File: src/rtl/uart_dma_pkg.sv
// Package: shared sizing and the receive-threshold decode for the UART DMA
// request generator. Assumes the FIFO depth is a multiple of 4 and at least 4.
package uart_dma_pkg;

    localparam int unsigned UDR_DEPTH = 16;
    localparam int unsigned UDR_LVL_W = $clog2(UDR_DEPTH + 1);

    // Trigger code to threshold: 0 -> 1, 1 -> depth/4, 2 -> depth/2, 3 -> depth-2.
    function automatic int unsigned udr_threshold(input logic [1:0] code,
                                                  input int unsigned depth);
        case (code)
            2'd0:    return 1;
            2'd1:    return depth / 4;
            2'd2:    return depth / 2;
            default: return depth - 2;
        endcase
    endfunction

endpackage

File: src/rtl/udr_trig_decode.sv
// Module: udr_trig_decode
// Decodes the 2-bit receive trigger code into a character threshold and
// compares the receive FIFO level against it. The result is combinational and
// is gated by FIFO enable. Assumes the level never exceeds DEPTH.
module udr_trig_decode
    import uart_dma_pkg::*;
#(
    parameter int unsigned DEPTH = UDR_DEPTH,
    localparam int unsigned LW   = $clog2(DEPTH + 1)
) (
    input  logic          clk,
    input  logic          rst_n,
    input  logic          fifo_en_i,
    input  logic [1:0]    code_i,
    input  logic [LW-1:0] level_i,
    output logic          met_o
);

    logic [LW-1:0] thr;

    // Threshold lookup and compare.
    always_comb begin
        thr   = LW'(udr_threshold(code_i, DEPTH));
        met_o = fifo_en_i && (level_i >= thr);
    end

    // a full FIFO meets every threshold.
    p_full_meets_r1: assert property (@(posedge clk) disable iff (!rst_n)
        (fifo_en_i && level_i == LW'(DEPTH)) |-> met_o);

    // an empty FIFO meets no threshold.
    p_empty_never_r1: assert property (@(posedge clk) disable iff (!rst_n)
        (level_i == '0) |-> !met_o);

endmodule

File: src/rtl/udr_req_flop.sv
// Module: udr_req_flop
// One sticky request bit. Set has priority over clear, and a low enable
// forces the bit to 0. The reset is synchronous and active low.
// Assumes set and clr are synchronous single-cycle or level signals.
module udr_req_flop (
    input  logic clk,
    input  logic rst_n,
    input  logic en_i,
    input  logic set_i,
    input  logic clr_i,
    output logic req_o
);

    // Request state update: kill, then set, then clear, then hold.
    always_ff @(posedge clk) begin
        if (!rst_n)       req_o <= 1'b0;
        else if (!en_i)   req_o <= 1'b0;
        else if (set_i)   req_o <= 1'b1;
        else if (clr_i)   req_o <= 1'b0;
    end

    // a set in the same cycle as a clear leaves the request high.
    p_set_wins_r8: assert property (@(posedge clk) disable iff (!rst_n)
        (en_i && set_i && clr_i) |=> req_o);

    // without a clear the request holds.
    p_hold_r6: assert property (@(posedge clk) disable iff (!rst_n)
        (en_i && req_o && !clr_i) |=> req_o);

    // a clear with no set drops the request.
    p_clear_r7: assert property (@(posedge clk) disable iff (!rst_n)
        (en_i && clr_i && !set_i) |=> !req_o);

    // disable forces the request low.
    p_gate_r9: assert property (@(posedge clk) disable iff (!rst_n)
        !en_i |=> !req_o);

endmodule

File: src/rtl/udr_tx_edge.sv
// Module: udr_tx_edge
// Detects the cycle where the transmit FIFO full flag falls. The previous
// flag value is kept without reset, so the detector is always in step with
// the input. Assumes the flag is held low during reset.
module udr_tx_edge (
    input  logic clk,
    input  logic rst_n,
    input  logic full_i,
    output logic fall_o
);

    logic full_q;

    // Keep the flag value from the previous cycle.
    always_ff @(posedge clk) begin
        full_q <= full_i;
    end

    // A falling edge is the previous value 1 with the current value 0.
    always_comb begin
        fall_o = full_q && !full_i;
    end

    // no falling edge is reported while the flag is high.
    p_no_edge_high_r5: assert property (@(posedge clk) disable iff (!rst_n)
        full_i |-> !fall_o);

endmodule

File: src/rtl/uart_dma_req_gen.sv
// Module: uart_dma_req_gen (top)
// Produces the receive and transmit DMA requests for a UART with FIFOs.
// - Receive request: set by a threshold crossing or a time-out.
// - Transmit request: set when the transmit FIFO leaves the full state.
// - Both requests: cleared only by their DMA clear strobes, and gated by
//   FIFO enable and DMA mode.
// Assumes all inputs are synchronous to clk and the level is at most DEPTH.
module uart_dma_req_gen
    import uart_dma_pkg::*;
#(
    parameter int unsigned DEPTH = UDR_DEPTH,
    localparam int unsigned LW   = $clog2(DEPTH + 1),
    localparam int unsigned NDIR = 2
) (
    input  logic          clk,
    input  logic          rst_n,
    input  logic          fifo_en_i,
    input  logic          dma_mode_i,
    input  logic [1:0]    rx_trig_sel_i,
    input  logic [LW-1:0] rx_level_i,
    input  logic          rx_timeout_i,
    input  logic          tx_full_i,
    input  logic          rx_dma_clr_i,
    input  logic          tx_dma_clr_i,
    output logic          rx_dma_req_o,
    output logic          tx_dma_req_o,
    output logic          rx_data_avail_o
);

    localparam int unsigned DIR_RX = 0;
    localparam int unsigned DIR_TX = 1;

    logic            dma_en;
    logic            tx_fall;
    logic [NDIR-1:0] set_v;
    logic [NDIR-1:0] clr_v;
    logic [NDIR-1:0] req_v;

    udr_trig_decode #(.DEPTH(DEPTH)) u_decode (
        .clk       (clk),
        .rst_n     (rst_n),
        .fifo_en_i (fifo_en_i),
        .code_i    (rx_trig_sel_i),
        .level_i   (rx_level_i),
        .met_o     (rx_data_avail_o)
    );

    udr_tx_edge u_tx_edge (
        .clk    (clk),
        .rst_n  (rst_n),
        .full_i (tx_full_i),
        .fall_o (tx_fall)
    );

    // Combine the control bits and collect the set and clear terms per direction.
    always_comb begin
        dma_en        = fifo_en_i && dma_mode_i;
        set_v[DIR_RX] = rx_data_avail_o || rx_timeout_i;
        set_v[DIR_TX] = tx_fall;
        clr_v[DIR_RX] = rx_dma_clr_i;
        clr_v[DIR_TX] = tx_dma_clr_i;
    end

    for (genvar d = 0; d < NDIR; d++) begin : g_dir
        udr_req_flop u_req (
            .clk   (clk),
            .rst_n (rst_n),
            .en_i  (dma_en),
            .set_i (set_v[d]),
            .clr_i (clr_v[d]),
            .req_o (req_v[d])
        );
    end

    assign rx_dma_req_o = req_v[DIR_RX];
    assign tx_dma_req_o = req_v[DIR_TX];

    // a met threshold raises the receive request.
    p_thresh_sets_r2: assert property (@(posedge clk) disable iff (!rst_n)
        (dma_en && rx_data_avail_o) |=> rx_dma_req_o);

    // a time-out raises the receive request.
    p_timeout_sets_r3: assert property (@(posedge clk) disable iff (!rst_n)
        (dma_en && rx_timeout_i) |=> rx_dma_req_o);

    // the full flag falling raises the transmit request.
    p_tx_edge_r4: assert property (@(posedge clk) disable iff (!rst_n)
        (dma_en && $fell(tx_full_i)) |=> tx_dma_req_o);

    // with no falling edge, a low transmit request stays low.
    p_tx_quiet_r5: assert property (@(posedge clk) disable iff (!rst_n)
        (!$fell(tx_full_i) && !tx_dma_req_o) |=> !tx_dma_req_o);

    // reset clears both requests.
    p_reset_r10: assert property (@(posedge clk)
        !rst_n |=> (!rx_dma_req_o && !tx_dma_req_o));

endmodule

File: config.mk
export PLATFORM = sky130hd
export DESIGN_NAME = uart_dma_req_gen
export DESIGN_NICKNAME = d
export VERILOG_FILES = /design/src/rtl/uart_dma_pkg.sv /design/src/rtl/udr_trig_decode.sv /design/src/rtl/udr_req_flop.sv /design/src/rtl/udr_tx_edge.sv /design/src/rtl/uart_dma_req_gen.sv
export SDC_FILE = /design/constraint.sdc
export NUM_CORES = 1
export LEC_CHECK = 0
export ABC_AREA = 0
export BUFFER_PORTS_ARGS = -buffer_cell sky130_fd_sc_hd__buf_4
export CAP_MARGIN = 15
export CORE_AREA = 2 2 39 41
export DETAILED_ROUTE_END_ITERATION = 8
export DIE_AREA = 0 0 41 43
export SYNTH_ARGS = -nofsm -noshare
export SYNTH_HDL_FRONTEND = slang
export SYNTH_SLANG_ARGS = --single-unit
File: constraint.sdc
create_clock -name clk -period 4 [get_ports clk]
set_input_delay 0.6 -clock clk [delete_from_list [all_inputs] [get_ports clk]]
set_output_delay 0.6 -clock clk [all_outputs]
set_load 0.1 [all_outputs]
==> impl_results.md, run 1 <==
- Final Wtd Congestion: 0.691
- Pre-CTS WS: 1.50 ns
- Clock H-tree levels: 1
- Pwr/cell area: 306 nW/µm²
- Drt first pass iters: 1
- # DRC: 0
- CTS tree: done
- Seq pwr share: 25.2%
- Critical path required time: 3.40 ns
- Routed wire length: 556 µm
- Vias in the first global route: 278
- Asr flop ratio synth: 0%
- Worst hold path class: flip-flop to flip-flop
- Syn_area_per_cell: 7.88 µm²
- Startpoint Class: input port
- Fin crit period: 2.50 ns
- Dominant cells by area after synthesis: dfxtp_1, ha_1, nand2b_1, a21oi_1, inv_1
- DR vias/cell: 4.13
- Global-route wire length before repair: 938 µm
- Post_cts resized: 0
- PortBufs: 17
- Die area: 1760 µm²
- Combinational power share: 31.2%
- Row count: 14
- Slew @ Worst Pin: 0.279 ns
- Core area: 1380 µm²
- Sequential element share of the synthesized area: 25.4%
- RSZ-0062 raised after global routing: no
- Nets: 71
- CTS root buf: clkbuf_4
- Share of cells above drive strength 1: 39.2%
- Cell count after synthesis: 30
- Status: complete, no violations
- PnR worst setup slack: 1.50 ns
- Final hold violations: 0
- Final setup viols: 0
- Max_slew headroom: 81.6%
- Initial antenna violation count: 0
- Total grt overflow: 0
- # clock sinks: 3
- Post-CTS Repair Setup Buffers: 0
- P_sw: 39.6 µW
- Antenna diodes: 0
- DR WL/cell: 8.30 µm
- Synth warn: 0
- #FFs+latches synth: 3
- Clk Latency, worst-skew pair: 0.23 ns
- Area Overhead vs Synth: 73.5%
- Final HPWL from detailed placement: 479 µm
- Worst path arrival time: 1.90 ns
- Ports: 18
- Final Cycle Share: 62.4%
- CP Class: input port to primary output
- Crit. End Element: primary output
- Number of flops mapped to enable cells by yosys: 0
- Initial core utilization: 17.1%
- Setup TNS: 0 ns
- Synth unique cells: 16
- Cts-stage hold buffer count: 0
- Post-synth top flop: dfxtp_1
- Switching portion of total power: 31.5%
- Max Root-Sink Buffers: 2
- DRT antenna net count: 0
- Total CTS buffers: 3
- Die X: 41 µm
- Skew final: 0.00187 ns
- Fin util: 29.7%
- Leak: 0.204 nW
- Top cell type's share of synthesized area: 25.4%
- Fmax: 401 MHz
- Largest net degree at the start of global routing: 4
- Max-cap viol count: 0
- Clock share of power: 43.6%
- Int Power: 86.1 µW
- Worst-path clk slew: 0.04 ns
- Overall Power: 126 µW
- Die height: 43 µm
- Leading area contributor after synthesis: dfxtp_1
- Fillcell total: 166
- Max Slew Vio Count: 0
- Initial drt markers: 0
- Max VDD drop: 0.0000707 V
- All-layer global routing usage: 8.12%
- Critical path peak fanout: 3
- R2R setup slack: 3.24 ns
- Post-Syn Nets: 49
- Mapped cell area: 236 µm²
- Commonest cells post-synth: ha_1, inv_1, nand2b_1
- Routed vias: 277
-- through the flow --
stage	cells	area [µm²]	hold WS, ns
after CTS	67	410	0.448
final	67	410	0.448
after floorplan	30	236	0.429
after global placement	63	384	0.439
after detailed placement	63	384	0.448
after global routing	67	410	0.461
-- power by group through the flow --
stage	registers, mW	clock network, mW	logic, mW
6_report	0.0316	0.0547	0.0393
5_1_grt	0.0318	0.0610	0.0432
4_1_cts	0.0316	0.0576	0.0398
3_5_place_dp	0.0322	0	0.0396
3_3_place_gp	0.0321	0	0.0396
2_1_floorplan	0.0366	0	0.0192
-- per-layer routing --
metal	wire, µm	vias up	global-route usage (%)
met5	0	-	0
met4	0	0	6.00
met3	37	0	4.71
met2	276	11	12.2
met1	242	118	7.67
li1	-	148	-
-- flip-flops by register name, indices dropped and copies added, names as in the netlist --
signal             flops
u_tx_edge.full_q       1
g_dir.u_req.req_o      2
-- cell type report --
type | count | area, µm² | share of cell area (%)
inverter | 4 | 15.0 | 3.66
sequential | 3 | 60.1 | 14.6
tap | 16 | 20.0 | 4.88
multi-input combinational | 23 | 161 | 39.3
clock buffer | 4 | 26.3 | 6.40
timing repair buffer | 17 | 128 | 31.1
-- worst max-delay path, cell delays in order --
cell	delay [ns]
buf_4	0.09
inv_1	0.04
ha_1	0.29
or4_1	0.51
nand3b_1	0.09
a21oi_1	0.04
buf_4	0.24
-- cell usage in the layout (no fill, tap or decap), drive strengths merged --
master,netlist,routed
clkbuf,0,4
buf,0,17
nor2,1,1
nor3b,1,1
nand3,1,1
a31oi,1,1
nor3,2,2
or4,1,1
ha,4,4
inv,4,4
o21ai,1,1
dfxtp,3,3
o2111ai,1,1
and2,1,1
nand3b,1,1
a21oi,3,3
nand2b,4,4
nand2,1,1
-- worst paths after layout --
kind / start / to / cells after the start
worst min register to register: u_tx_edge.full_q$_DFF_P_ / g_dir[1].u_req.req_o$_SDFFE_PN0P_ / 2
worst min-delay path: u_tx_edge.full_q$_DFF_P_ / g_dir[1].u_req.req_o$_SDFFE_PN0P_ / 2
worst max-delay path: rx_trig_sel_i[0] / rx_data_avail_o / 7
worst max register to register: g_dir[0].u_req.req_o$_SDFFE_PN0P_ / g_dir[0].u_req.req_o$_SDFFE_PN0P_ / 3
-- cells by family (layout without fill, tap and decap cells) --
kind of cell | after synthesis | count (layout) | share of synthesized area [%]
AND/OR/NAND/NOR | 13 | 13 | 32.3
adder cells (fa/ha/maj) | 4 | 4 | 21.2
flip-flops | 3 | 3 | 25.4
buffers and inverters | 4 | 25 | 6.35
AO/OA/AOI/OAI | 6 | 6 | 14.8
Power figures use the tool's default switching activity.
==> inputs of run 2 (changes only) <==
- clock period: 4 -> 2.5 ns (I/O delays scaled with it)
==> run 2 against run 1 <==
Net effect: global-route usage rose by 0.10 points; core utilization rose by 0.27 points; critical path type unchanged; non-clock buffer count stayed put; highest routed layer unchanged; largest cell class unchanged; final cell count stayed put.
==> impl_results.md, run 2 (synthesis results as in run 1) <==
- Status: complete, no violations
- Initial core utilization: 17.1% (unchanged)
- Buf+Inv Stages, Crit Path: 3 (unchanged)
- Die area: 1760 µm² (unchanged)
- Ports: 18 (unchanged)
- Fillcell total: 152 (-8.4%)
- Critical path required time: 2.12 ns (-1.28 ns)
- CP Class: input port to primary output
- Final Cycle Share: 83.3%
- Largest net degree at the start of global routing: 4 (unchanged)
- Worst hold stages: 1 (-1)
- Hold Path Sink: u_tx_edge.full_q$_DFF_P_
- Post-CTS Repair Setup Buffers: 0 (unchanged)
- DR WL/cell: 9.51 µm (+15%)
- DRT antenna net count: 0 (unchanged)
- R2R setup slack: 1.75 ns (-1.49 ns)
- CTS root buf: clkbuf_4
- Fin crit period: 2.08 ns
- Top flop regs: g_dir.u_req.req_o (2), u_tx_edge.full_q (1)
- End of the worst register-to-register path: g_dir[0].u_req.req_o$_SDFFE_PN0P_
- Leak: 0.204 nW (about the same)
- # clock sinks: 3 (unchanged)
- Max Root-Sink Buffers: 2 (unchanged)
- Routed wire length: 637 µm (+15%)
- Antenna diodes: 0 (unchanged)
- Die X: 41 µm (unchanged)
- Setup TNS: 0 ns (unchanged)
- Routed vias: 269 (-2.9%)
- DP Area: 388 µm² (+0.98%)
- PnR worst setup slack: 0.417 ns (-1.09 ns)
- Hold path start: tx_full_i
- CTS tree: done
- Most frequent cells in the layout: buf_4, inv_1, nand2b_1, ha_1
- Worst-path clk slew: 0.04 ns (about the same)
- Largest register FFs: 2 (unchanged)
- Row count: 14 (unchanged)
- Final Wtd Congestion: 0.719 (+4.0%)
- Final hold violations: 0 (unchanged)
- Pre-CTS WS: 0.412 ns (-1.09 ns)
- Layout Cells excl Fill: 67 (unchanged)
- Max VDD drop: 0.000169 V (+140%)
- Total grt overflow: 0 (unchanged)
- Worst hold path class: input port to flip-flop
- Initial drt markers: 2 (+2)
- Depth of the worst register-to-register path: 3 (unchanged)
- Crit. End Element: primary output
- Register area: 60.1 µm² (unchanged)
- DR vias/cell: 4.01 (-2.9%)
- Overall Power: 204 µW (+62%)
- Share of cells above drive strength 1: 41.2% (+2.0 points)
- Skew final: 0.00492 ns (+0.00305 ns)
- Largest Register: g_dir.u_req.req_o
- Worst r2r src: g_dir[0].u_req.req_o$_SDFFE_PN0P_
- Initial antenna violation count: 0 (unchanged)
- Fmax: 480 MHz
- Max Slew Vio Count: 0 (unchanged)
- Crit-path slowest cell: or4_1
- Pwr/cell area: 492 nW/µm² (+61%)
- Area Overhead vs Synth: 75.1%
- Critical path peak fanout: 3 (unchanged)
- Commonest non-fill, non-tap cell in the layout: buf_4
- Global-route wire length before repair: 972 µm (+3.6%)
- Final HPWL from detailed placement: 500 µm (+4.4%)
- Cell mode on critical path: buf_4
- PortBufs: 17 (unchanged)
- Clock H-tree levels: 1 (unchanged)
- CP Cell Sequence: buf_4 -> inv_1 -> ha_1 -> or4_1 -> nand3b_1 -> a21oi_2 -> buf_4
- Cts-stage hold buffer count: 0 (unchanged)
- Drt first pass iters: 3 (+2)
- Total CTS buffers: 3 (unchanged)
- Final setup viols: 0 (unchanged)
- Largest delay share family, worst path: simple AND/OR/NAND/NOR gates
- Vias in the first global route: 281 (+1.1%)
- Finished Cell Area: 414 µm² (+0.91%)
- Max-cap viol count: 0 (unchanged)
- Post_cts resized: 0 (unchanged)
- Die height: 43 µm (unchanged)
- Worst path arrival time: 1.71 ns (-0.19 ns)
- All-layer global routing usage: 8.22% (+0.10 points)
- CP max stage delay: 0.52 ns (about the same)
- Multi-input logic area: 165 µm² (+2.3%)
- RSZ-0062 raised after global routing: no
- Slew @ Worst Pin: 0.292 ns (+0.0128 ns)
- Max_slew headroom: 80.4% (-1.2 points)
- Core area: 1380 µm² (unchanged)
- # DRC: 0 (unchanged)
- Nets: 71 (unchanged)
- Clk Latency, worst-skew pair: 0.23 ns (about the same)
- Startpoint Class: input port
- Placed Instances: 63 (unchanged)
- Fin util: 29.9% (+0.27 points)
- Worst hold slack: 0.258 ns (-0.190 ns)
run 2: cell counts in the layout (fill, tap and decap cells not counted):
No cell type changed its count.
run 2: power by group:
group | switching [mW] | total [mW] | internal, mW
Combinational | 0.0370 | 0.0654 | 0.0284
Sequential | 0.000746 | 0.0507 | 0.0500
Clock | 0.0277 | 0.0877 | 0.0600
Total | 0.0655 | 0.204 | 0.138
run 2: how the worst max path moves through the flow:
stage | startpoint | to | slack (ns) | cells after the start
3_5_place_dp | rx_trig_sel_i[0] | rx_data_avail_o | 0.41 | 7
2_1_floorplan | rx_trig_sel_i[1] | rx_data_avail_o | 0.39 | 5
3_3_place_gp | rx_trig_sel_i[0] | rx_data_avail_o | 0.43 | 7
4_1_cts | rx_trig_sel_i[0] | rx_data_avail_o | 0.41 | 7
6_report | rx_trig_sel_i[0] | rx_data_avail_o | 0.42 | 7
5_1_grt | rx_trig_sel_i[0] | rx_data_avail_o | 0.36 | 7
run 2: worst register-to-register path: cells and delay by family (launching register included):
family,cells,cell delay [ns]
flops,1,0.30
compound gates,1,0.10
simple gates,2,0.25
run 2: cell type report:
type	count	area share, %
clock buffers	4	6.34
repair buffers	17	30.8
multi-input cells	23	39.9
flip-flops and latches	3	14.5
well taps	16	4.83
inverters	4	3.63
run 2: layer usage:
metal | vias to the layer above | global-route usage, % | part of all wire, %
met1 | 114 | 8.95 | 39
met2 | 6 | 14.1 | 58
met3 | 0 | 0 | 3.1
li1 | 149 | - | -
met5 | - | 0 | 0
met4 | 0 | 6.00 | 0
==> inputs of run 3 (changes only) <==
- ABC_AREA: 0 -> 1
- clock period: 2.5 -> 1.9 ns (I/O delays scaled with it)
==> run 3 against run 2 <==
Net effect: die area unchanged; largest power group unchanged; sequential power increased by 31%; core utilization unchanged; largest cell class unchanged; sequential share of layout area unchanged; synthesized cell count increased by 17%.
==> impl_results.md, run 3 <==
- Largest Register: g_dir.u_req.req_o
- Cts-stage hold buffer count: 0 (unchanged)
- R2R setup slack: 1.24 ns (-0.51 ns)
- Overall Power: 262 µW (+28%)
- Core area: 1380 µm² (unchanged)
- Critical path required time: 1.62 ns (-0.50 ns)
- Int Power: 180 µW (+30%)
- Nets: 76 (+7.0%)
- Crit. End Element: primary output
- Final Wtd Congestion: 0.745 (+3.6%)
- Synth unique cells: 12 (-4)
- Commonest non-fill, non-tap cell in the layout: buf_4
- Die height: 43 µm (unchanged)
- Worst r2r src: g_dir[0].u_req.req_o$_SDFFE_PN0P_
- Asr flop ratio synth: 0% (unchanged)
- Worst hold path class: input port to flip-flop
- Final hold violations: 0 (unchanged)
- Switching portion of total power: 31.2% (-0.92 points)
- Die X: 41 µm (unchanged)
- Final Cycle Share: 85.7%
- Setup TNS: 0 ns (unchanged)
- Area Overhead vs Synth: 72.4%
- Number of flops mapped to enable cells by yosys: 0 (unchanged)
- Leading area contributor after synthesis: dfxtp_1
- Seq pwr share: 25.4% (+0.5 points)
- Finished Cell Area: 414 µm² (unchanged)
- Initial core utilization: 17.4% (+0.27 points)
- Routed wire length: 527 µm (-17%)
- Share of cells above drive strength 1: 44.6% (+3.5 points)
- Worst-path clk slew: 0.04 ns (about the same)
- Fmax: 614 MHz
- Register area: 60.1 µm² (unchanged)
- Worst path arrival time: 1.34 ns (-0.37 ns)
- Critical path peak fanout: 3 (unchanged)
- End of the worst register-to-register path: g_dir[0].u_req.req_o$_SDFFE_PN0P_
- Total grt overflow: 0 (unchanged)
- Post-synth top flop: dfxtp_1
- Sequential element share of the synthesized area: 25.0% (-0.40 points)
- Hold Path Sink: u_tx_edge.full_q$_DFF_P_
- # DRC: 0 (unchanged)
- Commonest cells post-synth: inv_1, nand2_1, ha_1
- RSZ-0062 raised after global routing: no
- Skew final: 0.00589 ns (+0.000968 ns)
- Most frequent cells in the layout: buf_4, inv_1, nand2_1, ha_1
- Die area: 1760 µm² (unchanged)
- Fillcell total: 145 (-4.6%)
- Final setup viols: 0 (unchanged)
- Cell count after synthesis: 35 (+17%)
- Clk Latency, worst-skew pair: 0.23 ns (about the same)
- Initial antenna violation count: 0 (unchanged)
- Max-cap viol count: 0 (unchanged)
- Multi-input logic area: 143 µm² (-14%)
- Pwr/cell area: 631 nW/µm² (+28%)
- Post-Syn Nets: 54 (+10%)
- DR vias/cell: 3.58 (-11%)
- Max Slew Vio Count: 0 (unchanged)
- Total CTS buffers: 3 (unchanged)
- Antenna diodes: 0 (unchanged)
- Max Root-Sink Buffers: 2 (unchanged)
- Ports: 18 (unchanged)
- All-layer global routing usage: 7.12% (-1.1 points)
- PortBufs: 17 (unchanged)
- Global-route wire length before repair: 821 µm (-16%)
- DRT antenna net count: 0 (unchanged)
- Row count: 14 (unchanged)
- CTS tree: done
- Initial drt markers: 3 (+1)
- P_sw: 81.6 µW (+25%)
- Largest net degree at the start of global routing: 4 (unchanged)
- Max VDD drop: 0.000112 V (-34%)
- Depth of the worst register-to-register path: 2 (-1)
- Clock share of power: 43.1% (about the same)
- Combinational power share: 31.5% (-0.6 points)
- Status: complete, no violations
- Top cell type's share of synthesized area: 25.0% (-0.40 points)
- Synth warn: 0 (unchanged)
- Leak: 0.242 nW (+18%)
- Hold path start: tx_full_i
- Startpoint Class: input port
- CTS root buf: clkbuf_4
- Clock H-tree levels: 1 (unchanged)
- Fin crit period: 1.63 ns
- Drt first pass iters: 3 (unchanged)
- Max_slew headroom: 81.6% (+1.2 points)
- Worst hold stages: 1 (unchanged)
- # clock sinks: 3 (unchanged)
- Dominant cells by area after synthesis: dfxtp_1, ha_1, inv_1, nand2_1, nor2_4
- Vias in the first global route: 261 (-7.1%)
- Top flop regs: g_dir.u_req.req_o (2), u_tx_edge.full_q (1)
- Post-CTS Repair Setup Buffers: 0 (unchanged)
- DP Area: 388 µm² (unchanged)
- Syn_area_per_cell: 6.86 µm² (-13%)
- CP Class: input port to primary output
- Post_cts resized: 0 (unchanged)
- Mapped cell area: 240 µm² (+1.6%)
- Largest register FFs: 2 (unchanged)
- Slew @ Worst Pin: 0.278 ns (-0.0135 ns)
- Routed vias: 258 (-4.1%)
- #FFs+latches synth: 3 (unchanged)
- DR WL/cell: 7.32 µm (-23%)
[run 3: power groups by stage]
| stage | logic (mW) | clock network [mW] | registers, mW |
|---|---|---|---|
| after floorplan | 0.0409 | 0 | 0.0760 |
| after global placement | 0.0814 | 0 | 0.0674 |
| after detailed placement | 0.0831 | 0 | 0.0676 |
| after CTS | 0.0834 | 0.120 | 0.0664 |
| after global routing | 0.0910 | 0.122 | 0.0666 |
| final | 0.0824 | 0.113 | 0.0664 |
[run 3: worst max path at each step]
stage,startpoint,to,slack (ns),depth (start not counted)
after floorplan,rx_trig_sel_i[0],rx_data_avail_o,0.16,8
after global routing,rx_trig_sel_i[1],rx_data_avail_o,0.17,10
final,rx_trig_sel_i[0],rx_data_avail_o,0.27,10
after detailed placement,rx_trig_sel_i[0],rx_data_avail_o,0.27,10
after global placement,rx_trig_sel_i[0],rx_data_avail_o,0.29,10
after CTS,rx_trig_sel_i[0],rx_data_avail_o,0.27,10
[run 3: routing by layer]
| metal | routed length [µm] | track usage (%) | vias up | share of wire (%) |
|---|---|---|---|---|
| met5 | 0 | 0 | - | 0 |
| met4 | 0 | 8.00 | 0 | 0 |
| li1 | - | - | 145 | - |
| met2 | 321 | 12.5 | 6 | 61 |
| met1 | 174 | 6.09 | 107 | 33 |
| met3 | 31 | 0 | 0 | 5.9 |
[run 3: cell type report]
cell class | instances | share of cell area, %
Sequential cell | 3 | 14.5
Multi-Input combinational cell | 22 | 34.4
Timing Repair Buffer | 17 | 30.8
Inverter | 10 | 9.06
Clock buffer | 4 | 6.34
Tap cell | 16 | 4.83
[run 3: kinds of logic (layout without fill, tap and decap cells)]
kind of cell | after synthesis | in the layout | share of synthesized area (%)
adder cells (fa/ha/maj) | 4 | 4 | 20.8
flip-flops | 3 | 3 | 25.0
AND/OR/NAND/NOR | 15 | 15 | 30.7
AO/OA/AOI/OAI | 3 | 3 | 7.81
buffers and inverters | 10 | 31 | 15.6
[run 3: through the flow]
step	hold slack [ns]	utilization, %	setup slack, ns	std cells
global placement	0.401	28.0	0.287	68
finish	0.161	29.9	0.271	72
floorplan	0.313	-	0.158	35
detailed placement	0.402	28.0	0.270	68
CTS	0.151	29.9	0.268	72
global route	0.157	29.9	0.171	72
[run 3: critical path, cell delays in order]
cell	delay [ns]
buf_4	0.09
nand2_1	0.06
ha_1	0.28
nand2_1	0.05
nor2_1	0.08
nand2_1	0.07
nand3_2	0.06
nand2_2	0.05
inv_1	0.05
buf_4	0.28
